## config.mk

```make
export PLATFORM = sky130hd
export DESIGN_NAME = klut_keyed_lut
export DESIGN_NICKNAME = d
export VERILOG_FILES = /design/src/rtl/klut_pkg.sv /design/src/rtl/klut_cfg_chain.sv /design/src/rtl/klut_addr_gen.sv /design/src/rtl/klut_out_stage.sv /design/src/rtl/klut_keyed_lut.sv
export SDC_FILE = /design/constraint.sdc
export NUM_CORES = 1
export LEC_CHECK = 0
export CAP_MARGIN = 0
export CORE_AREA = 2 2 80 159
export DETAILED_ROUTE_END_ITERATION = 8
export DIE_AREA = 0 0 82 161
export GPL_TIMING_DRIVEN = 0
export PLACE_DENSITY_LB_ADDON = 0.08
export SYNTH_ARGS = -nofsm -noshare
export SYNTH_HDL_FRONTEND = slang
export SYNTH_SLANG_ARGS = --single-unit
```

## constraint.sdc

```tcl
create_clock -name clk -period 4.98 [get_ports clk]
set_input_delay 0.996 -clock clk [delete_from_list [all_inputs] [get_ports clk]]
set_output_delay 0.996 -clock clk [all_outputs]
set_load 0.05 [all_outputs]
```

## src/rtl/klut_pkg.sv

```systemverilog
package klut_pkg;

   // Read-path structure for the content memory
   typedef enum logic {
      RD_TREE  = 1'b0,
      RD_INDEX = 1'b1
   } klut_read_e;

   // Invalid when the count exceeds the physical inputs or the key lies outside the used span
   function automatic logic cfg_invalid(input logic [7:0] key_field,
                                        input logic [7:0] use_cnt,
                                        input int         num_in);
      return (int'(use_cnt) > num_in) || (key_field > use_cnt);
   endfunction

endpackage

```

## src/rtl/klut_cfg_chain.sv

```systemverilog
module klut_cfg_chain #(
   parameter int NUM_IN  = 6,
   parameter int FIELD_W = 3
) (
   input  logic                          clk,
   input  logic                          rst,
   input  logic                          cfg_load,
   input  logic                          cfg_bit,
   output logic [(1<<NUM_IN)-1:0]        content,
   output logic [FIELD_W-1:0]            key_field,
   output logic [FIELD_W-1:0]            use_cnt
);
   localparam int CONTENT_W = 1 << NUM_IN;
   localparam int CHAIN_W   = CONTENT_W + 2*FIELD_W;

   logic [CHAIN_W-1:0] shadow_q;
   logic [CHAIN_W-1:0] active_q;
   logic               load_d;

   always_ff @(posedge clk) begin
      if (rst) begin
         shadow_q <= '0;
         active_q <= '0;
         load_d   <= 1'b0;
      end else begin
         load_d <= cfg_load;
         if (cfg_load)
            shadow_q <= {shadow_q[CHAIN_W-2:0], cfg_bit};
         if (!cfg_load && load_d)
            active_q <= shadow_q;
      end
   end

   assign content   = active_q[CHAIN_W-1 -: CONTENT_W];
   assign key_field = active_q[2*FIELD_W-1 -: FIELD_W];
   assign use_cnt   = active_q[FIELD_W-1:0];


   active_hold_chk: assert property (@(posedge clk) disable iff (rst)
      cfg_load |=> $stable(active_q));


   commit_copy_chk: assert property (@(posedge clk) disable iff (rst)
      (!cfg_load && load_d) |=> (active_q == $past(shadow_q)));


   shadow_hold_chk: assert property (@(posedge clk) disable iff (rst)
      !cfg_load |=> $stable(shadow_q));

endmodule

```

## src/rtl/klut_addr_gen.sv

```systemverilog
module klut_addr_gen #(
   parameter int NUM_IN  = 6,
   parameter int FIELD_W = 3
) (
   input  logic [NUM_IN-1:0]  fn_in,
   input  logic               key_in,
   input  logic [FIELD_W-1:0] key_field,
   input  logic [FIELD_W-1:0] use_cnt,
   output logic [NUM_IN-1:0]  addr
);
   for (genvar i = 0; i < NUM_IN; i++) begin : g_bit
      logic in_use;
      logic is_key;
      assign in_use  = use_cnt > FIELD_W'(i);
      assign is_key  = (key_field != '0) && (key_field == FIELD_W'(i + 1));
      assign addr[i] = in_use ? (is_key ? key_in : fn_in[i]) : 1'b0;
   end

endmodule

```

## src/rtl/klut_out_stage.sv

```systemverilog
module klut_out_stage
   import klut_pkg::*;
#(
   parameter int         NUM_IN  = 6,
   parameter klut_read_e RD_MODE = RD_TREE
) (
   input  logic                   clk,
   input  logic                   rst,
   input  logic [(1<<NUM_IN)-1:0] content,
   input  logic [NUM_IN-1:0]      addr,
   input  logic                   cfg_bad,
   output logic                   lut_q
);
   localparam int CONTENT_W = 1 << NUM_IN;

   logic sel_bit;

   if (RD_MODE == RD_TREE) begin : g_tree
      for (genvar l = 0; l < NUM_IN; l++) begin : g_lvl
         localparam int W = CONTENT_W >> (l + 1);
         logic [W-1:0] node;
         for (genvar j = 0; j < W; j++) begin : g_node
            if (l == 0) begin : g_leaf
               assign node[j] = addr[0] ? content[2*j+1] : content[2*j];
            end else begin : g_inner
               assign node[j] = addr[l] ? g_lvl[l-1].node[2*j+1] : g_lvl[l-1].node[2*j];
            end
         end
      end
      assign sel_bit = g_lvl[NUM_IN-1].node[0];
   end else begin : g_index
      assign sel_bit = content[addr];
   end

   always_ff @(posedge clk) begin
      if (rst)
         lut_q <= 1'b0;
      else
         lut_q <= cfg_bad ? 1'b0 : sel_bit;
   end


   bad_cfg_zero_chk: assert property (@(posedge clk) disable iff (rst)
      cfg_bad |=> !lut_q);

endmodule

```

## src/rtl/klut_keyed_lut.sv

```systemverilog
module klut_keyed_lut
   import klut_pkg::*;
#(
   parameter int         NUM_IN  = 6,
   parameter int         FIELD_W = 3,
   parameter klut_read_e RD_MODE = RD_TREE
) (
   input  logic              clk,
   input  logic              rst,
   input  logic              cfg_load,
   input  logic              cfg_bit,
   input  logic [NUM_IN-1:0] fn_in,
   input  logic              key_in,
   output logic              lut_out,
   output logic              config_error
);
   localparam int CONTENT_W = 1 << NUM_IN;

   if (NUM_IN < 1 || NUM_IN >= (1 << FIELD_W)) begin : g_bad_width
      $error("klut_keyed_lut: NUM_IN must be at least 1 and fit the field width");
   end
   if (FIELD_W > 8) begin : g_bad_field
      $error("klut_keyed_lut: FIELD_W above 8 is not supported");
   end

   logic [CONTENT_W-1:0] content;
   logic [FIELD_W-1:0]   key_field;
   logic [FIELD_W-1:0]   use_cnt;
   logic [NUM_IN-1:0]    addr;
   logic                 cfg_bad;

   klut_cfg_chain #(.NUM_IN(NUM_IN), .FIELD_W(FIELD_W)) u_chain (
      .clk       (clk),
      .rst       (rst),
      .cfg_load  (cfg_load),
      .cfg_bit   (cfg_bit),
      .content   (content),
      .key_field (key_field),
      .use_cnt   (use_cnt)
   );

   klut_addr_gen #(.NUM_IN(NUM_IN), .FIELD_W(FIELD_W)) u_addr (
      .fn_in     (fn_in),
      .key_in    (key_in),
      .key_field (key_field),
      .use_cnt   (use_cnt),
      .addr      (addr)
   );

   assign cfg_bad      = cfg_invalid(8'(key_field), 8'(use_cnt), NUM_IN);
   assign config_error = cfg_bad;

   klut_out_stage #(.NUM_IN(NUM_IN), .RD_MODE(RD_MODE)) u_out (
      .clk     (clk),
      .rst     (rst),
      .content (content),
      .addr    (addr),
      .cfg_bad (cfg_bad),
      .lut_q   (lut_out)
   );


   key_route_chk: assert property (@(posedge clk) disable iff (rst)
      (key_field != '0 && key_field <= use_cnt && int'(use_cnt) <= NUM_IN)
         |-> (addr[key_field - 1'b1] == key_in));


   unused_zero_chk: assert property (@(posedge clk) disable iff (rst)
      (int'(use_cnt) < NUM_IN) |-> ((addr >> use_cnt) == '0));

endmodule

```

==> impl_results.md <==
- Count of unique library cells instantiated by Yosys: 50
- Syn_nets: roughly 700
- Reg2Reg Setup Slack: 2080 ps
- TNS Setup: 0 ps
- Outcome: finished, final reports clean
- Hold Crit Start: u_chain.active_q[19]
- Seq cells post-synth: approximately 140
- RR Startpoint: u_chain.active_q[4]
- Chip width: roughly 82 um
- Max FO, Critical Path: 10
- Worst setup path start: u_chain.active_q[1]
- Setup Fix Bufs, Post-CTS: 0
- CTS tree: done
- Clk_skew: 11.9 ps
- CP required: 3980 ps
- Register area share after synthesis: 0.484
- Crit Path Class: reg -> out
- Top post-synthesis cells by area: dfxtp_1 (48%), mux2i_1 (14%), nand2_1 (10%)
- Routed vias/inst: between 5 and 6
- Main flop type after synthesis: dfxtp_1
- NumNets Final: between 700 and 800
- Final hold violations: 0
- Number of gates resized after cts: 0
- Synth area leader: dfxtp_1
- Routed via count: 4748
- Site Rows: 57
- Startpoint types: flip-flop
- Syn_area_per_cell: 8.59 sq um
- Max H-tree Level: 4
- Hold_buf cts: 0
- Highest clock rate: 264 MHz
- Clk_lat worst skew: 420 ps
- Ant. Diodes: 0
- CTS sink count: 142
- Vias in the first global route: ~4600
- Mapped Cells: 684
- Iteration count of the initial detailed-routing pass: 5
- Layout area overhead: 15.4%
- Initial DRC count: roughly 290
- Overflow after GRT: 0
- Final Hold Slack: 453 ps
- Post-DRT Antenna Nets: 0
- Most numerous cell in the Yosys netlist: nand2_1
- DP HPWL: 10100 um
- GPL Wtd Cong: 0.858
- Remaining DRCs: 0
- Synth Cell Area: roughly 6000 sq um
- Slew @ Worst Pin: 747 ps
- CTS max path bufs: 2
- Static Leak: 2.49 nW
- Initial Util: 0.490
- Hold Crit Class: reg -> reg
- P per Cell Area: 380 nW/um^2
- Routed length per placed instance: 16.1 um
- CTS buffer count: 17
- Die area: 13200 sq um
- Core ar.: 12000 sq um
- Initial antenna violation count: 0
- Layout cells sized above 1: 0.0634
- Max_slew headroom: 0.500
- Largest net degree at the start of global routing: 17
- Port Buffers: 10
- Post-synth EDFFs: 0
- Synth top cells by count: nand2_1 (162), dfxtp_1 (142), mux2i_1 (81)
- Final period demand of the worst path: 3790 ps
- Clk pin slew, worst setup/hold paths: roughly 50 ps
- Clk root buf: clkbuf_16
- I/O pins: 13
- First-pass GRT wire length: 22600 um
- All-layer global routing usage: 0.227
- Tcrit/Tclk final: 0.761
- Total Wirelength: 14100 um
- Share of the synthesized area in the top cell type: 0.484
- Die height: about 160 um
- Setup violators final: 0
- Async SR Flop Fraction: 0
- Peak VDD IR: 0.328 mV
- RSZ-0062 raised after global routing: false
- Critical path capture point type: primary output
- Synth warnings: 0
- Max Cap Viol: 0
- Max Transition Viols Final: 0
- Arr. time, crit path: approximately 2800 ps
[final cells by class]
cell class | count | area, sq um
plain buffers | 52 | 221
clock buffers | 22 | 464
clock inverters | 9 | 158
fillers | 1164 | 5200
inverters | 6 | 22.5
multi-input cells | 484 | 2790
flip-flops and latches | 142 | 2840
well taps | 147 | 184
repair buffers | 10 | 100
[through the flow]
step	worst slack [ps]	area, sq um	std cells	util	power [mW]
after floorplan	2360	5870	684	-	1.23
after detailed placement	1210	6160	841	0.514	1.26
final	1190	6780	872	0.566	2.57
after CTS	1180	6780	872	0.566	2.59
after global placement	1220	6160	841	0.514	1.26
after global routing	1050	6780	872	0.566	2.65
[routing by layer]
| metal | GRT usage | wire [um] | part of all wire | vias up |
|---|---|---|---|---|
| met5 | 0 | 0 | 0 | - |
| met4 | 0.120 | 446 | 0.032 | 0 |
| met3 | 0.0430 | 440 | 0.031 | 30 |
| met2 | 0.380 | 7150 | 0.51 | 98 |
| met1 | 0.268 | 6030 | 0.43 | 2232 |
| li1 | - | - | - | 2388 |
[state kept, by name (all words and copies together), names as in the netlist]
name	flops
u_out.lut_q	1
u_chain.load_d	1
u_chain.shadow_q	70
u_chain.active_q	70
[logic make-up after synthesis]
group | count (synthesis) | synth area share
fa+ha+maj | 3 | 0.00639
mux | 87 | 0.154
compound gates | 123 | 0.126
flops | 142 | 0.484
simple gates | 271 | 0.188
buf+inv | 58 | 0.0415
[critical path, stage by stage (launching register included)]
cell	delay, ps
dfxtp_1	300
clkbuf_1	300
inv_1	140
ha_1	300
nor2b_1	130
o21a_1	150
o21ai_0	170
nand2_1	140
clkdlybuf4s50_1	720
[worst paths after layout]
kind	end	cells after the start
setup / recovery	config_error	8
hold / removal	u_chain.active_q[19]	2
setup reg to reg	u_out.lut_q	8
hold reg to reg	u_chain.active_q[19]	2
[layout by cell type, fill, tap and decap left out, drive strengths merged, types with 4 or more instances in the layout]
cell type / n
and3: 5
mux2i: 82
a211oi: 4
nor2: 77
clkbuf: 61
buf: 13
bufinv: 4
a21oi: 72
nand2: 164
o21ai: 11
inv: 8
mux2: 4
a311oi: 4
o211ai: 4
nand3: 8
clkdlybuf4s50: 10
a31oi: 5
o311ai: 4
dfxtp: 142
[power breakdown]
part / internal (mW) / leakage [nW] / total (mW) / switching [mW]
clock network: 0.865 / 0.297 / 1.34 / 0.471
logic: 0.0314 / 1.05 / 0.100 / 0.0686
registers: 1.14 / 1.14 / 1.14 / 0.00117
total: 2.03 / 2.49 / 2.57 / 0.541
(Power assumes the default switching activity.)
